`src/rtl/i2c_slv_pkg.sv`:
```
// Shared constants and the link state type for the I2C stretching slave.
// Assumes an 8-bit control register layout; bit positions are fixed here.
package i2c_slv_pkg;
    localparam logic [1:0] OFS_CTL = 2'd0;
    localparam logic [1:0] OFS_ADR = 2'd1;
    localparam logic [1:0] OFS_DAT = 2'd2;

    localparam int CTL_ACKEN = 7;
    localparam int CTL_EN    = 6;
    localparam int CTL_IRQEN = 5;
    localparam int CTL_DIR   = 3;
    localparam int CTL_FLAG  = 2;

    typedef enum logic [3:0] {
        ST_IDLE,
        ST_ADDR,
        ST_AACK,
        ST_RX,
        ST_RACK,
        ST_TX,
        ST_TACK,
        ST_HOLD,
        ST_SKIP
    } link_state_t;
endpackage

```
`src/rtl/i2c_bus_sync.sv`:
```
// Synchronizes SCL and SDA into the system clock and derives SCL edges and
// START/STOP events. Assumes the system clock is several times SCL.
module i2c_bus_sync #(
    parameter int STAGES = 2
) (
    input  logic clk,
    input  logic rst_n,
    input  logic scl_in,
    input  logic sda_in,
    output logic sda,
    output logic scl_rise,
    output logic scl_fall,
    output logic start_det,
    output logic stop_det
);
    logic [STAGES:0] scl_pipe;
    logic [STAGES:0] sda_pipe;
    logic scl_s, scl_p, sda_s, sda_p;

    // Shift both lines through the synchronizer plus one history flop.
    always_ff @(posedge clk) begin
        if (!rst_n) begin
            scl_pipe <= '1;
            sda_pipe <= '1;
        end else begin
            scl_pipe <= {scl_pipe[STAGES-1:0], scl_in};
            sda_pipe <= {sda_pipe[STAGES-1:0], sda_in};
        end
    end

    // Decode edges and bus conditions from current and previous samples.
    always_comb begin
        scl_s     = scl_pipe[STAGES-1];
        scl_p     = scl_pipe[STAGES];
        sda_s     = sda_pipe[STAGES-1];
        sda_p     = sda_pipe[STAGES];
        sda       = sda_s;
        scl_rise  = scl_s & ~scl_p;
        scl_fall  = ~scl_s & scl_p;
        start_det = scl_s & scl_p & sda_p & ~sda_s;
        stop_det  = scl_s & scl_p & ~sda_p & sda_s;
    end
endmodule

```
`src/rtl/i2c_regs.sv`:
```
// Processor-side registers: control/status, own address and shared data.
// Assumes single-cycle writes; reads are combinational on the offset.
module i2c_regs
    import i2c_slv_pkg::*;
#(
    parameter int DATA_W = 8,
    localparam int ADDR_W = DATA_W - 1
) (
    input  logic              clk,
    input  logic              rst_n,
    input  logic [1:0]        reg_addr,
    input  logic              reg_wr,
    input  logic [DATA_W-1:0] reg_wdata,
    output logic [DATA_W-1:0] reg_rdata,
    input  logic              byte_done,
    input  logic              rx_load,
    input  logic [DATA_W-1:0] rx_byte,
    input  logic              dir,
    output logic              ack_en,
    output logic              mod_en,
    output logic              irq_en,
    output logic              flag,
    output logic [ADDR_W-1:0] own_addr,
    output logic [DATA_W-1:0] tx_byte,
    output logic              irq
);
    logic wr_ctl, wr_adr, wr_dat;
    logic [DATA_W-1:0] ctl_word;

    // Decode write strobes per register.
    always_comb begin
        wr_ctl = reg_wr && (reg_addr == OFS_CTL);
        wr_adr = reg_wr && (reg_addr == OFS_ADR);
        wr_dat = reg_wr && (reg_addr == OFS_DAT);
    end

    // Enable bits and own address, written by software only.
    always_ff @(posedge clk) begin
        if (!rst_n) begin
            ack_en   <= 1'b0;
            mod_en   <= 1'b0;
            irq_en   <= 1'b0;
            own_addr <= '0;
        end else begin
            if (wr_ctl) begin
                ack_en <= reg_wdata[CTL_ACKEN];
                mod_en <= reg_wdata[CTL_EN];
                irq_en <= reg_wdata[CTL_IRQEN];
            end
            if (wr_adr) own_addr <= reg_wdata[ADDR_W-1:0];
        end
    end

    // Byte-event flag: set by the link, cleared by writing 0; set wins.
    always_ff @(posedge clk) begin
        if (!rst_n)                              flag <= 1'b0;
        else if (byte_done)                      flag <= 1'b1;
        else if (wr_ctl && !reg_wdata[CTL_FLAG]) flag <= 1'b0;
    end

    // Shared data register: received bytes overwrite software writes.
    always_ff @(posedge clk) begin
        if (!rst_n)       tx_byte <= '0;
        else if (rx_load) tx_byte <= rx_byte;
        else if (wr_dat)  tx_byte <= reg_wdata;
    end

    // Assemble the control/status word and the read mux.
    always_comb begin
        ctl_word            = '0;
        ctl_word[CTL_ACKEN] = ack_en;
        ctl_word[CTL_EN]    = mod_en;
        ctl_word[CTL_IRQEN] = irq_en;
        ctl_word[CTL_DIR]   = dir;
        ctl_word[CTL_FLAG]  = flag;
        case (reg_addr)
            OFS_CTL: reg_rdata = ctl_word;
            OFS_ADR: reg_rdata = {1'b0, own_addr};
            OFS_DAT: reg_rdata = tx_byte;
            default: reg_rdata = '0;
        endcase
        irq = flag & irq_en;
    end
endmodule

```
`src/rtl/i2c_link_fsm.sv`:
```
// Byte-level protocol engine: address match, direction capture, shifting,
// ACK handling and the stretch state. Works on synchronized bus events.
module i2c_link_fsm
    import i2c_slv_pkg::*;
#(
    parameter int DATA_W = 8,
    localparam int ADDR_W = DATA_W - 1,
    localparam int CNT_W  = $clog2(DATA_W + 1)
) (
    input  logic              clk,
    input  logic              rst_n,
    input  logic              scl_rise,
    input  logic              scl_fall,
    input  logic              sda,
    input  logic              start_det,
    input  logic              stop_det,
    input  logic              mod_en,
    input  logic              ack_en,
    input  logic              flag,
    input  logic [ADDR_W-1:0] own_addr,
    input  logic [DATA_W-1:0] tx_byte,
    output logic              byte_done,
    output logic              rx_load,
    output logic [DATA_W-1:0] rx_byte,
    output logic              dir,
    output logic              scl_low,
    output logic              sda_low
);
    localparam logic [CNT_W-1:0] FULL = CNT_W'(DATA_W);
    localparam logic [CNT_W-1:0] LAST = CNT_W'(DATA_W - 1);

    link_state_t       st, st_d;
    logic [DATA_W-1:0] sh, sh_d;
    logic [CNT_W-1:0]  cnt, cnt_d;
    logic              dir_d, ackd, ackd_d, nack, nack_d;

    // Next-state logic for the link, with bus conditions taking priority.
    always_comb begin
        st_d = st; sh_d = sh; cnt_d = cnt; dir_d = dir;
        ackd_d = ackd; nack_d = nack;
        byte_done = 1'b0; rx_load = 1'b0;
        if (!mod_en) begin
            st_d = ST_IDLE; ackd_d = 1'b0;
        end else if (start_det) begin
            st_d = ST_ADDR; cnt_d = '0; ackd_d = 1'b0;
        end else if (stop_det) begin
            st_d = ST_IDLE; ackd_d = 1'b0;
        end else begin
            case (st)
                ST_ADDR, ST_RX: begin
                    if (scl_rise && cnt < FULL) begin
                        sh_d  = {sh[DATA_W-2:0], sda};
                        cnt_d = cnt + 1'b1;
                    end else if (scl_fall && cnt == FULL) begin
                        if (st == ST_RX) begin
                            rx_load = 1'b1;
                            ackd_d  = ack_en;
                            st_d    = ST_RACK;
                        end else if (sh[DATA_W-1:1] == own_addr) begin
                            dir_d  = sh[0];
                            ackd_d = ack_en;
                            st_d   = ST_AACK;
                        end else begin
                            st_d = ST_SKIP;
                        end
                    end
                end
                ST_AACK, ST_RACK: begin
                    if (scl_fall) begin
                        ackd_d = 1'b0; byte_done = 1'b1; st_d = ST_HOLD;
                    end
                end
                ST_HOLD: begin
                    if (!flag) begin
                        cnt_d = '0;
                        if (dir) begin sh_d = tx_byte; st_d = ST_TX; end
                        else     st_d = ST_RX;
                    end
                end
                ST_TX: begin
                    if (scl_fall) begin
                        sh_d  = {sh[DATA_W-2:0], 1'b1};
                        cnt_d = cnt + 1'b1;
                        if (cnt == LAST) st_d = ST_TACK;
                    end
                end
                ST_TACK: begin
                    if (scl_rise) nack_d = sda;
                    if (scl_fall) begin
                        byte_done = 1'b1;
                        st_d = nack ? ST_SKIP : ST_HOLD;
                    end
                end
                default: ;
            endcase
        end
    end

    // State registers of the link.
    always_ff @(posedge clk) begin
        if (!rst_n) begin
            st <= ST_IDLE; sh <= '0; cnt <= '0;
            dir <= 1'b0; ackd <= 1'b0; nack <= 1'b0;
        end else begin
            st <= st_d; sh <= sh_d; cnt <= cnt_d;
            dir <= dir_d; ackd <= ackd_d; nack <= nack_d;
        end
    end

    // Open-drain drive: ACK, transmit bits, and SCL held during the stretch.
    always_comb begin
        rx_byte = sh;
        scl_low = (st == ST_HOLD);
        case (st)
            ST_AACK, ST_RACK: sda_low = ackd;
            ST_TX:            sda_low = ~sh[DATA_W-1];
            ST_HOLD:          sda_low = dir & ~tx_byte[DATA_W-1];
            default:          sda_low = 1'b0;
        endcase
    end
endmodule

```
`src/rtl/i2c_stretch_slave.sv`:
```
// Top of the I2C stretching slave: bus synchronizer, register window and
// protocol engine. Assumes open-drain lines driven only low by this block.
module i2c_stretch_slave #(
    parameter int DATA_W      = 8,
    parameter int SYNC_STAGES = 2
) (
    input  logic              clk,
    input  logic              rst_n,
    input  logic [1:0]        reg_addr,
    input  logic              reg_wr,
    input  logic [DATA_W-1:0] reg_wdata,
    output logic [DATA_W-1:0] reg_rdata,
    input  logic              scl_in,
    input  logic              sda_in,
    output logic              scl_drive_low,
    output logic              sda_drive_low,
    output logic              irq
);
    localparam int ADDR_W = DATA_W - 1;

    logic sda, scl_rise, scl_fall, start_det, stop_det;
    logic byte_done, rx_load, dir, ack_en, mod_en, irq_en, flag;
    logic [DATA_W-1:0] rx_byte, tx_byte;
    logic [ADDR_W-1:0] own_addr;

    i2c_bus_sync #(.STAGES(SYNC_STAGES)) u_sync (
        .clk(clk), .rst_n(rst_n), .scl_in(scl_in), .sda_in(sda_in),
        .sda(sda), .scl_rise(scl_rise), .scl_fall(scl_fall),
        .start_det(start_det), .stop_det(stop_det)
    );

    i2c_regs #(.DATA_W(DATA_W)) u_regs (
        .clk(clk), .rst_n(rst_n), .reg_addr(reg_addr), .reg_wr(reg_wr),
        .reg_wdata(reg_wdata), .reg_rdata(reg_rdata),
        .byte_done(byte_done), .rx_load(rx_load), .rx_byte(rx_byte),
        .dir(dir), .ack_en(ack_en), .mod_en(mod_en), .irq_en(irq_en),
        .flag(flag), .own_addr(own_addr), .tx_byte(tx_byte), .irq(irq)
    );

    i2c_link_fsm #(.DATA_W(DATA_W)) u_link (
        .clk(clk), .rst_n(rst_n), .scl_rise(scl_rise), .scl_fall(scl_fall),
        .sda(sda), .start_det(start_det), .stop_det(stop_det),
        .mod_en(mod_en), .ack_en(ack_en), .flag(flag), .own_addr(own_addr),
        .tx_byte(tx_byte), .byte_done(byte_done), .rx_load(rx_load),
        .rx_byte(rx_byte), .dir(dir), .scl_low(scl_drive_low),
        .sda_low(sda_drive_low)
    );
endmodule

```
`config.mk`:
```
export PLATFORM = sky130hd
export DESIGN_NAME = i2c_stretch_slave
export DESIGN_NICKNAME = d
export VERILOG_FILES = /design/src/rtl/i2c_slv_pkg.sv /design/src/rtl/i2c_bus_sync.sv /design/src/rtl/i2c_regs.sv /design/src/rtl/i2c_link_fsm.sv /design/src/rtl/i2c_stretch_slave.sv
export SDC_FILE = /design/constraint.sdc
export NUM_CORES = 1
export LEC_CHECK = 0
export CORE_MARGIN = 5
export CORE_UTILIZATION = 38
export DETAILED_ROUTE_END_ITERATION = 7
export DONT_BUFFER_PORTS = 1
export GPL_TIMING_DRIVEN = 0
export SLEW_MARGIN = 20
export SYNTH_ARGS = -nofsm -noshare
export SYNTH_HDL_FRONTEND = slang
export SYNTH_SLANG_ARGS = --single-unit
```
`constraint.sdc`:
```
create_clock -name clk -period 2.3 [get_ports clk]
set_input_delay 0.46 -clock clk [delete_from_list [all_inputs] [get_ports clk]]
set_output_delay 0.46 -clock clk [all_outputs]
set_load 0.05 [all_outputs]
```
== Yosys cells after proc, flatten, opt, wreduce, memory -nomap -nowiden ==
Index checks and enable logic that the tools add are counted.

* Flip-flop bits (word level): 44
* Input port bits: 15
* Word-level logic and storage cells: 147

* $add $sub $neg: 1
* $lt $le $gt $ge: 1
* Equality and inequality tests: 33
* Mux-type cells: 49
* Bitwise logic cells: 21
* Reduce and logical (&&, ||, !) cells: 27

{| class="wikitable"
|+ Operators with widths
! cell !! number
|-
| $mux 4 || 15
|-
| $mux 8 || 6
|-
| $pmux 8 s3 || 2
|-
| $reduce_and 8->1 || 4
|-
| $mux 1 || 21
|-
| $eq 4x3->1 const B || 5
|-
| $ne 4x3->1 const B || 5
|-
| $pmux 4 s5 || 1
|-
| $ne 2x1->1 const B || 7
|-
| $not 1->1 || 12
|-
| $pmux 4 s3 || 1
|-
| $reduce_and 5->1 || 2
|-
| $and 1x1->1 || 9
|-
| $eq 4x2->1 const B || 2
|-
| $ne 4x4->1 const B || 2
|-
| $eq 7x7->1 || 1
|-
| $reduce_bool 7->1 || 1
|-
| $logic_and 1x1->1 || 6
|-
| $ne 2x2->1 const B || 3
|-
| $ne 3x2->1 const B || 2
|-
| $reduce_and 6->1 || 1
|-
| $reduce_bool 2->1 || 3
|-
| $reduce_bool 5->1 || 1
|-
| $add 4x1->4 const B || 1
|-
| other kinds (18) || 19
|}

== Longest topological paths before layout ==
* Depth in word-level cells: 10
* Depth in mapped cells: 8
* Gate-level depth less buffers: 7

== Modules after synthesis ==
From an unflattened synthesis, not the netlist that was laid out.

* Cells, all modules: 306
* Area, all modules: 2503.7 µm²

{| class="wikitable"
|+ Modules (own cells, without submodules)
! module !! instances !! cells each !! area an instance (µm²) !! sequential area each (µm²)
|-
| i2c_link_fsm || 1 || 177 || 1366.3 || 380.4
|-
| i2c_regs || 1 || 113 || 947.2 || 380.4
|-
| i2c_bus_sync || 1 || 16 || 190.2 || 120.1
|}

== Least setup slack after synthesis ==
OpenSTA, ideal clock, no wires.

* Kind: input to output
* Start point: in reg_addr[1]
* End point: out reg_rdata[2]
* Arrival: 1.971 ns
* Data required time: 1.840 ns
* Setup slack: -0.131 ns
* Stages: 3
* Path buffers: 1
* Path through: clkbuf_1 mux2i_1 o21ai_0

* Word-level cells in the longest chain between the ends: 2
* Elaborated cells on any way between the ends: 4

{| class="wikitable"
|+ Ends and longest elaborated chain
! item !! line !! source
|-
| from (decl) || i2c_stretch_slave.sv:9 || <nowiki>input logic [1:0] reg_addr,</nowiki>
|-
| $eq 2x2->1 (tied with other cells) || i2c_regs.sv:76 || <nowiki>case (reg_addr)</nowiki>
|-
| $pmux 8 s3 * || i2c_regs.sv:76 ||
|-
| to (decl) || i2c_stretch_slave.sv:12 || <nowiki>output logic [DATA_W-1:0] reg_rdata,</nowiki>
|}

Every way passes the cells marked *; elsewhere a longest branch is shown, timed or not.

== Worst setup path after layout ==
* Start point: reg u_link.st[0]
* End point: out sda_drive_low

* Word-level cells in the longest chain between the ends: 3
* Elaborated cells on any way between the ends: 6

{| class="wikitable"
|+ Ends and longest elaborated chain
! item !! line !! source
|-
| from (decl) || i2c_link_fsm.sv:32 || <nowiki>link_state_t st, st_d;</nowiki>
|-
| from (signal assigned) || i2c_link_fsm.sv:102 || <nowiki>st <= ST_IDLE; sh <= '0; cnt <= '0;</nowiki>
|-
| from (signal assigned) || i2c_link_fsm.sv:105 || <nowiki>st <= st_d; sh <= sh_d; cnt <= cnt_d;</nowiki>
|-
| $eq 4x2->1 / $eq 4x3->1 (equally long branches) || i2c_link_fsm.sv:114 || <nowiki>case (st)</nowiki>
|-
| $reduce_or 2->1 || i2c_link_fsm.sv:114 ||
|-
| $pmux 1 s3 * || i2c_link_fsm.sv:114 ||
|-
| to (decl) || i2c_stretch_slave.sv:16 || <nowiki>output logic sda_drive_low,</nowiki>
|}

Marks and branches as above.

==> impl_metrics.csv <==
group,metric,value,unit
critical_path,cp-start-kind,"flip-flop",
run,maxCapViolCount,0,
critical_path,critPathTopFamily,"simple AND/OR/NAND/NOR gates",
sta,fin_crit_sh,98.5,%
critical_path,crit_fanout,10,
critical_path,cp_slowest_cell,"dfxtp_1",
power_and_ir_drop,seqPwrFrac,50.4,%
critical_path,cp_num_buf_inv,2,
sta,hold_ws,0.266,ns
sta,slew_viol_final,0,
clocking,cts.sinks,44,
sta,setup_violations,0,
routing,vias,2312,
placement,dp_slack,-0.258,ns
yosys,ys_async_sr_fraction,0,%
floorplan,initial_utilization,39.5,%
critical_path,r2r_setup_slack,0.18,ns
layout,nets,332,
global_routing,antenna_found_initial,0,
hold_path,hp-class,"in2reg",
yosys,synth_most_common_cell,"nand2_1",
sta,fin_worst_skew,0.00762,ns
global_routing,grt_pass1_vias,2255,
critical_path,critical_path.max_stage_delay,0.31,ns
yosys,syn_area_per_cell,8.19,sq um
yosys,yosys_most_used_dff,"dfxtp_1",
power_and_ir_drop,power-per-cell-area,563,mW/mm^2
hold_path,holdPathEnd,"u_sync.sda_pipe[0]",
power_and_ir_drop,p_total,0.00157,W
global_routing,grt_use_total,16.3,%
critical_path,end_kind,"primary output",
power_and_ir_drop,p_leak,1.14,nW
placement,gp_congestion,0.864,
critical_path,rr_worst_depth,8,
yosys,yosysUniqueCellTypes,52,
routing,wl,6790,um
hold_path,hold_depth,1,
yosys,ys_top_cells_by_count,"nand2_1, dfxtp_1, nand3_1",
yosys,syn_area,0.00252,sq mm
sta,worst_pin_slew,0.893,ns
global_routing,grt_start_max_net_pins,14,
critical_path,worstPathArrival,1.81,ns
floorplan,die_x,91.5,um
yosys,netlist_instances,308,
power_and_ir_drop,combPwrFrac,7.8,%
yosys,synth_seq_cells,44,
critical_path,critical_path_class,"reg2out",
floorplan,rows,29,
routing,drtAntennaViolNets,0,
yosys,synth-seq-area-share,34.9,%
routing,drt_iter0_markers,165,
clocking,cts.htree.levels,2,
power_and_ir_drop,switching_share,23.2,%
critical_path,crit_cells,6,
layout,final_layout_size_suffix_gt1_share,10.8,%
sta,max-slew-margin-rel,40.2,%
yosys,yosys_warnings,0,
global_routing,grt-ovfl-total,0,
clocking,clock_latency,0.30,ns
floorplan,core_area,0.00639,sq mm
hold_path,hold_start,"sda_in",
sta,tns,0,ns
power_and_ir_drop,internal-power,0.00120,W
routing,viasPerCell,5.88,
floorplan,pin_count,26,
outcome,status,"completed",
sta,layout_setup_ws,0.0336,ns
sta,final_hold_viol_count,0,
placement,port_buffers,0,
clocking,cts_resized,10,
critical_path,worstPathCellList,"buf_2 > nand4b_1 > buf_4 > nor3b_1 > a21oi_1 > o31ai_4",
clocking,cts_tree,"yes",
routing,drc,0,
critical_path,worstReg2RegEnd,"u_regs.tx_byte[3]",
sta,fmax,441,MHz
critical_path,cp.required,1.84,ns
placement,hpwl,5000,um
clocking,numCtsBuffers,5,
sta,layout_min_cycle_time,2.27,ns
yosys,synth_top_cell_by_area,"dfxtp_1",
power_and_ir_drop,peakVddDrop,269,uV
layout,antennaDiodeCount,0,
routing,wl_per_cell,17.3,um
clocking,cts_setup_buffers,0,
power_and_ir_drop,p_clk_share,41.8,%
floorplan,dieHeight,91.5,um
clocking,cts_root_buffer,"clkbuf_8",
clocking,clkSlewWorstSetupHoldPaths,0.09,ns
clocking,clk_path_buf_depth,2,
yosys,synth_top_area_share,34.9,%
floorplan,dieArea,0.00837,sq mm
layout,synthToLayoutAreaGrowth,10.5,%
yosys,synth-edff-count,0,
global_routing,grt_first_pass_wirelength,11300,um
yosys,syn-num-nets,325,
routing,drt_pass1_iterations,4,
yosys,synth_area_leaders,"dfxtp_1, nand3_1, nand2_1",
power_and_ir_drop,p_sw,0.000364,W
clocking,hold_buffers,0,
critical_path,rr_startpoint,"u_link.cnt[0]",
## kinds of logic after synthesis
family / count (synthesis) / synth area share [%]
AND/OR/NAND/NOR: 135 / 28.5
AO/OA/AOI/OAI: 74 / 22.3
flip-flops: 44 / 34.9
XOR/XNOR: 9 / 3.12
buffers and inverters: 31 / 5.01
multiplexers: 13 / 5.16
adder cells (fa/ha/maj): 2 / 0.992
## power by group through the flow
stage / combinational, W / clock (W) / sequential (W)
after floorplan: 0.0000970 / 0 / 0.000802
after global placement: 0.000118 / 0 / 0.000808
after detailed placement: 0.000119 / 0 / 0.000808
after CTS: 0.000121 / 0.000670 / 0.000790
after global routing: 0.000135 / 0.000697 / 0.000792
final: 0.000122 / 0.000656 / 0.000790
## flip-flops by register name, indices dropped and copies added (netlist names), 3 cells and up
register and count:
u_link.rx_byte 8, u_sync.scl_pipe 3, u_regs.tx_byte 8, u_regs.own_addr 7, u_sync.sda_pipe 3, u_link.st 4, u_link.cnt 4
## final cells by class
cell class                      count  area (sq um)
Fill cell                         634          3600
Multi-Input combinational cell    233          1550
Sequential cell                    44           881
Buffer                             22          98.8
Clock buffer                        7          96.3
Tap cell                           77          96.3
Inverter                            9          33.8
Clock inverter                      1          30.0
## layer usage
layer	share of wire, %	wire length, um	GRT usage (%)	vias up
li1	-	-	-	1137
met1	46	3100	21.0	1106
met2	48	3270	27.3	58
met3	4.3	293	2.64	11
met4	1.8	125	5.62	0
met5	0	0	0	-
## per-stage QoR
stage                     instance area (sq um)  std cells  util (%)
after floorplan                            2520        308         -
after global placement                     2620        385      41.0
after detailed placement                   2620        385      41.1
after CTS                                  2780        393      43.5
after global routing                       2790        393      43.6
final                                      2790        393      43.6
## layout by cell type (no fill, tap or decap), drive strengths merged, types with 6 or more instances in the layout
cell    Yosys  routed
a21boi     10      10
a21oi      11      11
buf         7       8
clkbuf     15      21
dfxtp      44      44
inv         9       9
mux2i      13      13
nand2      45      45
nand2b      6       6
nand3      34      34
nand4       6       6
nor2        7       7
nor2b      12      12
o211a      15      15
o21ai      12      12
## how the worst max path moves through the flow
stage	start	to	slack (ns)
2_1_floorplan	u_link.st[1]	sda_drive_low	0.008
3_3_place_gp	reg_addr[1]	reg_rdata[2]	-0.24
3_5_place_dp	reg_addr[1]	reg_rdata[6]	-0.26
4_1_cts	reg_addr[1]	reg_rdata[0]	0.01
5_1_grt	u_link.st[0]	sda_drive_low	-0.01
6_report	u_link.st[0]	sda_drive_low	0.03
Note: power is estimated with default switching activity, not from simulation.
